<file path="config.mk">
export PLATFORM = sky130hd
export DESIGN_NAME = mm_frame_encoder
export DESIGN_NICKNAME = d
export VERILOG_FILES = /design/src/rtl/mm_enc_pkg.sv /design/src/rtl/mm_cell_timer.sv /design/src/rtl/mm_bit_sequencer.sv /design/src/rtl/mm_pause_shaper.sv /design/src/rtl/mm_frame_encoder.sv
export SDC_FILE = /design/constraint.sdc
export NUM_CORES = 1
export LEC_CHECK = 0
export ABC_AREA = 1
export BUFFER_PORTS_ARGS = -buffer_cell sky130_fd_sc_hd__buf_4
export CORE_MARGIN = 4
export CORE_UTILIZATION = 63
export CTS_CLUSTER_SIZE = 30
export DETAILED_ROUTE_END_ITERATION = 8
export GPL_ROUTABILITY_DRIVEN = 0
export PLACE_DENSITY = 0.86
export SYNTH_ARGS = -nofsm -noshare
export SYNTH_HDL_FRONTEND = slang
export SYNTH_SLANG_ARGS = --single-unit
export TNS_END_PERCENT = 10
</file>
<file path="constraint.sdc">
create_clock -name clk -period 5.3 [get_ports clk]
set_clock_uncertainty 0.1 [all_clocks]
set_input_delay 1.06 -clock clk [delete_from_list [all_inputs] [get_ports clk]]
set_output_delay 1.06 -clock clk [all_outputs]
set_load 0.01 [all_outputs]
</file>
<file path="src/rtl/mm_enc_pkg.sv">
package mm_enc_pkg;

   typedef enum logic [1:0] {
      KIND_SHORT    = 2'd0,
      KIND_STANDARD = 2'd1,
      KIND_SPLIT    = 2'd2
   } frame_kind_e;

   typedef enum logic [1:0] {
      SYM_Y = 2'd0,
      SYM_X = 2'd1,
      SYM_Z = 2'd2
   } cell_sym_e;

   typedef enum logic [2:0] {
      PH_IDLE = 3'd0,
      PH_SOF  = 3'd1,
      PH_DATA = 3'd2,
      PH_PAR  = 3'd3,
      PH_EOF0 = 3'd4,
      PH_EOFY = 3'd5
   } phase_e;

   // Logic value to symbol, given whether the previous symbol was a zero (or SOF)
   function automatic cell_sym_e code_bit(input logic b, input logic prev_zero);
      if (b)
         return SYM_X;
      else if (prev_zero)
         return SYM_Z;
      else
         return SYM_Y;
   endfunction

endpackage

</file>
<file path="src/rtl/mm_cell_timer.sv">
module mm_cell_timer #(
   parameter int CELL_CYCLES = 128,
   localparam int TW = $clog2(CELL_CYCLES)
) (
   input  logic          clk,
   input  logic          rst_n,
   input  logic          run_i,
   output logic [TW-1:0] cnt_o,
   output logic          cell_end_o
);

   localparam logic [TW-1:0] LAST = TW'(CELL_CYCLES - 1);

   logic [TW-1:0] cnt_q;

   always_ff @(posedge clk or negedge rst_n) begin
      if (!rst_n)
         cnt_q <= '0;
      else if (!run_i || cnt_q == LAST)
         cnt_q <= '0;
      else
         cnt_q <= cnt_q + 1'b1;
   end

   assign cnt_o      = cnt_q;
   assign cell_end_o = run_i && (cnt_q == LAST);

endmodule

</file>
<file path="src/rtl/mm_bit_sequencer.sv">
module mm_bit_sequencer
   import mm_enc_pkg::*;
#(
   parameter int CNT_W = 12,
   localparam int IDX_W = CNT_W - 3
) (
   input  logic             clk,
   input  logic             rst_n,
   input  logic             start_i,
   input  logic [1:0]       kind_i,
   input  logic [CNT_W-1:0] count_i,
   input  logic [7:0]       byte_i,
   input  logic             cell_end_i,
   output logic             busy_o,
   output logic             done_o,
   output logic [IDX_W-1:0] byte_idx_o,
   output cell_sym_e        sym_o
);

   localparam logic [CNT_W-1:0] SHORT_LEN = CNT_W'(7);

   phase_e           phase_q;
   logic [CNT_W-1:0] bit_idx_q;
   logic [CNT_W-1:0] total_q;
   frame_kind_e      kind_q;
   logic             par_q;
   logic             prev_zero_q;
   logic             done_q;

   logic             cur_bit;
   logic             lbit;
   logic             last_bit;
   logic             byte_full;
   logic             want_par;
   logic [CNT_W-1:0] idx_next;

   assign cur_bit   = byte_i[bit_idx_q[2:0]];
   assign idx_next  = bit_idx_q + 1'b1;
   assign last_bit  = (idx_next == total_q);
   assign byte_full = (bit_idx_q[2:0] == 3'd7);
   assign want_par  = (kind_q != KIND_SHORT) &&
                      (byte_full || (last_bit && kind_q == KIND_STANDARD));

   always_comb begin
      unique case (phase_q)
         PH_DATA: lbit = cur_bit;
         PH_PAR:  lbit = par_q;
         default: lbit = 1'b0;
      endcase
   end

   always_comb begin
      unique case (phase_q)
         PH_SOF:                   sym_o = SYM_Z;
         PH_DATA, PH_PAR, PH_EOF0: sym_o = code_bit(lbit, prev_zero_q);
         default:                  sym_o = SYM_Y;
      endcase
   end

   always_ff @(posedge clk or negedge rst_n) begin
      if (!rst_n) begin
         phase_q     <= PH_IDLE;
         bit_idx_q   <= '0;
         total_q     <= '0;
         kind_q      <= KIND_SHORT;
         par_q       <= 1'b1;
         prev_zero_q <= 1'b1;
         done_q      <= 1'b0;
      end else begin
         done_q <= 1'b0;
         if (phase_q == PH_IDLE) begin
            if (start_i) begin
               phase_q     <= PH_SOF;
               bit_idx_q   <= '0;
               kind_q      <= frame_kind_e'(kind_i);
               total_q     <= (kind_i == 2'd0) ? SHORT_LEN : count_i;
               par_q       <= 1'b1;
               prev_zero_q <= 1'b1;
            end
         end else if (cell_end_i) begin
            unique case (phase_q)
               PH_SOF: begin
                  prev_zero_q <= 1'b1;
                  phase_q     <= (total_q == '0) ? PH_EOF0 : PH_DATA;
               end
               PH_DATA: begin
                  prev_zero_q <= ~cur_bit;
                  par_q       <= par_q ^ cur_bit;
                  bit_idx_q   <= idx_next;
                  if (want_par)
                     phase_q <= PH_PAR;
                  else if (last_bit)
                     phase_q <= PH_EOF0;
               end
               PH_PAR: begin
                  prev_zero_q <= ~par_q;
                  par_q       <= 1'b1;
                  phase_q     <= (bit_idx_q == total_q) ? PH_EOF0 : PH_DATA;
               end
               PH_EOF0: begin
                  prev_zero_q <= 1'b1;
                  phase_q     <= PH_EOFY;
               end
               PH_EOFY: begin
                  phase_q <= PH_IDLE;
                  done_q  <= 1'b1;
               end
               default: phase_q <= PH_IDLE;
            endcase
         end
      end
   end

   assign busy_o     = (phase_q != PH_IDLE);
   assign done_o     = done_q;
   assign byte_idx_o = bit_idx_q[CNT_W-1:3];

endmodule

</file>
<file path="src/rtl/mm_pause_shaper.sv">
module mm_pause_shaper
   import mm_enc_pkg::*;
#(
   parameter int CELL_CYCLES  = 128,
   parameter int PAUSE_CYCLES = 32,
   parameter bit PAUSE_HIGH   = 1'b1,
   localparam int TW = $clog2(CELL_CYCLES)
) (
   input  logic [TW-1:0] cnt_i,
   input  logic          busy_i,
   input  cell_sym_e     sym_i,
   output logic          pause_o
);

   localparam logic [TW-1:0] PW_C   = TW'(PAUSE_CYCLES);
   localparam logic [TW-1:0] HALF_C = TW'(CELL_CYCLES / 2);
   localparam logic [TW-1:0] XEND_C = TW'(CELL_CYCLES / 2 + PAUSE_CYCLES);

   logic active;

   always_comb begin
      active = 1'b0;
      if (busy_i) begin
         if (sym_i == SYM_Z)
            active = (cnt_i < PW_C);
         else if (sym_i == SYM_X)
            active = (cnt_i >= HALF_C) && (cnt_i < XEND_C);
      end
   end

   generate
      if (PAUSE_HIGH) begin : g_high
         assign pause_o = active;
      end else begin : g_low
         assign pause_o = ~active;
      end
   endgenerate

endmodule

</file>
<file path="src/rtl/mm_frame_encoder.sv">
module mm_frame_encoder
   import mm_enc_pkg::*;
#(
   parameter int CELL_CYCLES  = 128,
   parameter int PAUSE_CYCLES = 32,
   parameter int MAX_BITS     = 2325,
   parameter bit PAUSE_HIGH   = 1'b1,
   localparam int CNT_W = $clog2(MAX_BITS + 1),
   localparam int IDX_W = CNT_W - 3,
   localparam int TW    = $clog2(CELL_CYCLES)
) (
   input  logic             clk,
   input  logic             rst_n,
   input  logic             start_i,
   input  logic [1:0]       kind_i,
   input  logic [CNT_W-1:0] bit_count_i,
   input  logic [7:0]       src_byte_i,
   output logic [IDX_W-1:0] src_idx_o,
   output logic             pause_o,
   output logic             done_o
);

   generate
      if (CELL_CYCLES < 4 || (CELL_CYCLES % 2) != 0) begin : g_bad_cell
         $error("CELL_CYCLES must be even and at least 4");
      end
      if (PAUSE_CYCLES < 1 || PAUSE_CYCLES >= CELL_CYCLES / 2) begin : g_bad_pause
         $error("PAUSE_CYCLES must lie between 1 and half a cell");
      end
      if (MAX_BITS < 8) begin : g_bad_max
         $error("MAX_BITS must be at least 8");
      end
   endgenerate

   logic          busy;
   logic          cell_end;
   logic [TW-1:0] cell_cnt;
   cell_sym_e     sym;

   mm_cell_timer #(.CELL_CYCLES(CELL_CYCLES)) u_timer (
      .clk        (clk),
      .rst_n      (rst_n),
      .run_i      (busy),
      .cnt_o      (cell_cnt),
      .cell_end_o (cell_end)
   );

   mm_bit_sequencer #(.CNT_W(CNT_W)) u_seq (
      .clk        (clk),
      .rst_n      (rst_n),
      .start_i    (start_i),
      .kind_i     (kind_i),
      .count_i    (bit_count_i),
      .byte_i     (src_byte_i),
      .cell_end_i (cell_end),
      .busy_o     (busy),
      .done_o     (done_o),
      .byte_idx_o (src_idx_o),
      .sym_o      (sym)
   );

   mm_pause_shaper #(
      .CELL_CYCLES  (CELL_CYCLES),
      .PAUSE_CYCLES (PAUSE_CYCLES),
      .PAUSE_HIGH   (PAUSE_HIGH)
   ) u_shape (
      .cnt_i   (cell_cnt),
      .busy_i  (busy),
      .sym_i   (sym),
      .pause_o (pause_o)
   );

endmodule

</file>
==> impl_metrics.env <==
export IMPL_initial_core_util_pct=66.6
export IMPL_pwr_share_comb_pct=49.6
export IMPL_cp_arrival_ns=2.51
export IMPL_postCtsHoldBufs=0
export IMPL_dp_hpwl_mm=5.06
export IMPL_tns_ns=0
export IMPL_seq_area_um2=978
export IMPL_die_h_um=74.0
export IMPL_yosys_area_share_adder_pct=1.37
export IMPL_setup_viol=0
export IMPL_synth_seq_cells=39
export IMPL_cts_max_path_buffers=2
export IMPL_cts_resized_gates=0
export IMPL_synth_top_family_by_area="simple AND/OR/NAND/NOR gates"
export IMPL_synth_largest_area_cell="dfrtp_1"
export IMPL_clk_latency_ns=0.30
export IMPL_synth_simple_area_share_pct=38.1
export IMPL_dieWidth_um=74.0
export IMPL_dieArea_um2=5470
export IMPL_vias=2662
export IMPL_drtIter0Drc=167
export IMPL_slew_violations=0
export IMPL_clockPowerShare_pct=14.8
export IMPL_port_buffers=35
export IMPL_p_leak_nw=1.52
export IMPL_wl_per_cell_um=13.7
export IMPL_drt_pass1_iterations=5
export IMPL_synth_xor_area_share_pct=2.56
export IMPL_synth_warnings=0
export IMPL_grt_pass1_vias=2581
export IMPL_h_tree_depth=2
export IMPL_yosysUniqueCellTypes=38
export IMPL_fillers=354
export IMPL_intPower_uw=719
export IMPL_finalNetCount=454
export IMPL_synth_top_area_share_pct=33.8
export IMPL_fmax_ghz=0.273
export IMPL_startpoint_type="input port"
export IMPL_cp_top_family="compound AO/OA/AOI/OAI gates"
export IMPL_synth_area_um2=2740
export IMPL_grt_max_degree=40
export IMPL_yosysSeqAreaShare_pct=35.7
export IMPL_synth_most_common_cell="nand2_1"
export IMPL_yosys_most_used_dff="dfrtp_1"
export IMPL_grt_pass1_wl_mm=11.6
export IMPL_hold_depth=1
export IMPL_synth_compound_area_share_pct=10.7
export IMPL_critPathMaxStageDelay_ns=0.24
export IMPL_powerDensity_nw_per_um2=448
export IMPL_muxShareOfSynthArea_pct=0
export IMPL_overflow=0
export IMPL_relSlewSlack_pct=44.1
export IMPL_ios=36
export IMPL_slowest_stage="o21ai_0"
export IMPL_cts_setup_buffers=0
export IMPL_finalHoldViolCount=0
export IMPL_avgSynthCellArea_um2=6.85
export IMPL_drv_cap=0
export IMPL_postSynth_asyncResetShare_pct=100
export IMPL_critical_path_class="input port to output port"
export IMPL_tightest_slew_ns=0.837
export IMPL_cp_max_fo=3
export IMPL_cts_tree="yes"
export IMPL_p_seq_share_pct=35.6
export IMPL_num_antenna_cells=0
export IMPL_cts_buffers=5
export IMPL_ant_nets=0
export IMPL_r2r_cells=16
export IMPL_path_cells="buf_4 -> nor2_1 -> nor2_1 -> o21ai_0 -> o211ai_1 -> nand3_1 -> o21ai_0 -> o21ai_0 -> o21ai_0 -> o21ai_0 -> inv_1 -> buf_4"
export IMPL_synthCells=400
export IMPL_cp_end_kind="output port"
export IMPL_worstPathRequired_ns=4.14
export IMPL_grt_total_usage_pct=27.0
export IMPL_post_route_drc_count=0
export IMPL_syn_nets=428
export IMPL_clk_pin_slew_ns=0.07
export IMPL_crit_top_cell="o21ai_0"
export IMPL_antenna_found_initial=0
export IMPL_cts_root_buffer="clkbuf_8"
export IMPL_power_switching_uw=647
export IMPL_switching_share_pct=47.4
export IMPL_drive_gt1_share_pct=16.2
export IMPL_cts_sinks=39
export IMPL_cp_depth=12
export IMPL_period_share_pct=69.2
export IMPL_p_total_mw=1.37
export IMPL_vias_per_cell=5.58
export IMPL_rsz0062_at_grt="no"
export IMPL_critical_path_buf_inv_count=3
export IMPL_synthTopCellsByArea="dfrtp_1 (34%), nand2_1 (15%), nand3_1 (7.7%)"
export IMPL_synth_edf_count=0
export IMPL_rows=23
export IMPL_core_area_um2=4120
export IMPL_syn_to_final_growth_pct=11.1
export IMPL_multi_input_area_um2=1450
export IMPL_wirelength_mm=6.55
export IMPL_synthTopCellsByCount="nand2_1 (110), inv_1 (49), nand3_1 (42), dfrtp_1 (37)"
export IMPL_final_min_clock_period_ns=3.67
export IMPL_peakVddDrop_mv=0.272
export IMPL_status="completed"
export IMPL_min_path_type="flip-flop to flip-flop"
## layout make-up
cell class / count / share of cell area [%]
Inverter: 55 / 6.82
Multi-Input combinational cell: 290 / 47.5
Clock buffer: 5 / 2.26
Timing Repair Buffer: 35 / 8.63
Sequential cell: 39 / 32.1
Tap cell: 50 / 2.05
Clock inverter: 3 / 0.657
## final timing paths
path	from	to	slack (ns)
max	src_byte_i[0]	pause_o	1.63
max in group asynchronous	rst_n	u_seq.par_q	4.10
min	u_timer.cnt_o[0]	u_timer.cnt_o[0]	0.38
min in group asynchronous	rst_n	u_seq.bit_idx_q[4]	0.62
max reg2reg	u_seq.bit_idx_q[1]	u_seq.phase_q[2]	2.83
min reg2reg	u_timer.cnt_o[0]	u_timer.cnt_o[0]	0.38
## power groups by stage
stage	registers (mW)	clock network, mW	logic, mW
5_1_grt	0.501	0.223	0.779
3_3_place_gp	0.486	0	0.652
4_1_cts	0.484	0.209	0.674
6_report	0.486	0.202	0.678
3_5_place_dp	0.490	0	0.670
2_1_floorplan	0.458	0	0.538
## cells by family (layout without fill, tap and decap cells)
family | count (synthesis) | in the layout
DFF | 39 | 39
adders and majority gates | 3 | 3
and+or+nand+nor | 227 | 227
buffers and inverters | 71 | 98
AOI/OAI and AO/OA | 52 | 52
xor gates and xnor gates | 8 | 8
## worst reg2reg max path: stages (launching register included)
cell and delay, ns:
dfrtp_1 0.56, ha_1 0.33, nand2_4 0.09, nor2_2 0.24, nand2_1 0.14, nand2_1 0.08, nand3_1 0.06, nor2_1 0.10
nand2_1 0.05, nor2_1 0.14, nand3_1 0.09, nand2_1 0.10, nand2_1 0.05, nand2_1 0.05, nand2_1 0.06, nand2_1 0.05
nand2_1 0.05
## registers in the layout, summed over array words and instances (netlist names)
name and flops:
u_seq.kind_q 2, u_seq.par_q 1, u_seq.phase_q 3, u_seq.prev_zero_q 1, u_timer.cnt_o 7, u_seq.done_o 1
u_seq.bit_idx_q 12, u_seq.total_q 12
## routing by layer
layer	GRT usage (%)	vias up	part of all wire [%]
met5	0	-	0
met4	8.85	0	2.2
met3	4.32	14	5.1
met2	44.3	81	49
met1	36.7	1235	44
li1	-	1332	-
## stage by stage
step / setup WS [ns] / instance area, um2 / hold WS [ns] / std cells / util (%)
after floorplan: 2.19 / 2740 / 0.333 / 400 / -
final: 1.63 / 3050 / 0.382 / 477 / 74.0
after global placement: 1.80 / 2960 / 0.348 / 469 / 71.8
after CTS: 1.68 / 3050 / 0.388 / 477 / 74.0
after detailed placement: 1.72 / 2960 / 0.378 / 469 / 71.8
after global routing: 1.54 / 3050 / 0.407 / 477 / 74.0
## cells in the final DEF, fill, tap and decap left out, types with 2 or more instances in the layout
cell          n
a21oi_1       5
buf_4        35
clkbuf_8      5
clkinv_2      2
clkinvlp_4    2
dfrtp_1      37
dfstp_2       2
ha_1          3
inv_1        49
inv_2         4
nand2_1     110
nand2_2       5
nand3_1      42
nand4_1       5
nor2_1       36
nor2_2        5
nor2_4        3
nor3_1        9
nor3b_1       5
nor4_1        2
o211ai_1      2
o21ai_0      36
o21ai_2       2
o31ai_1       2
xnor2_1       3
xor2_1        5
(Power assumes the default switching activity.)
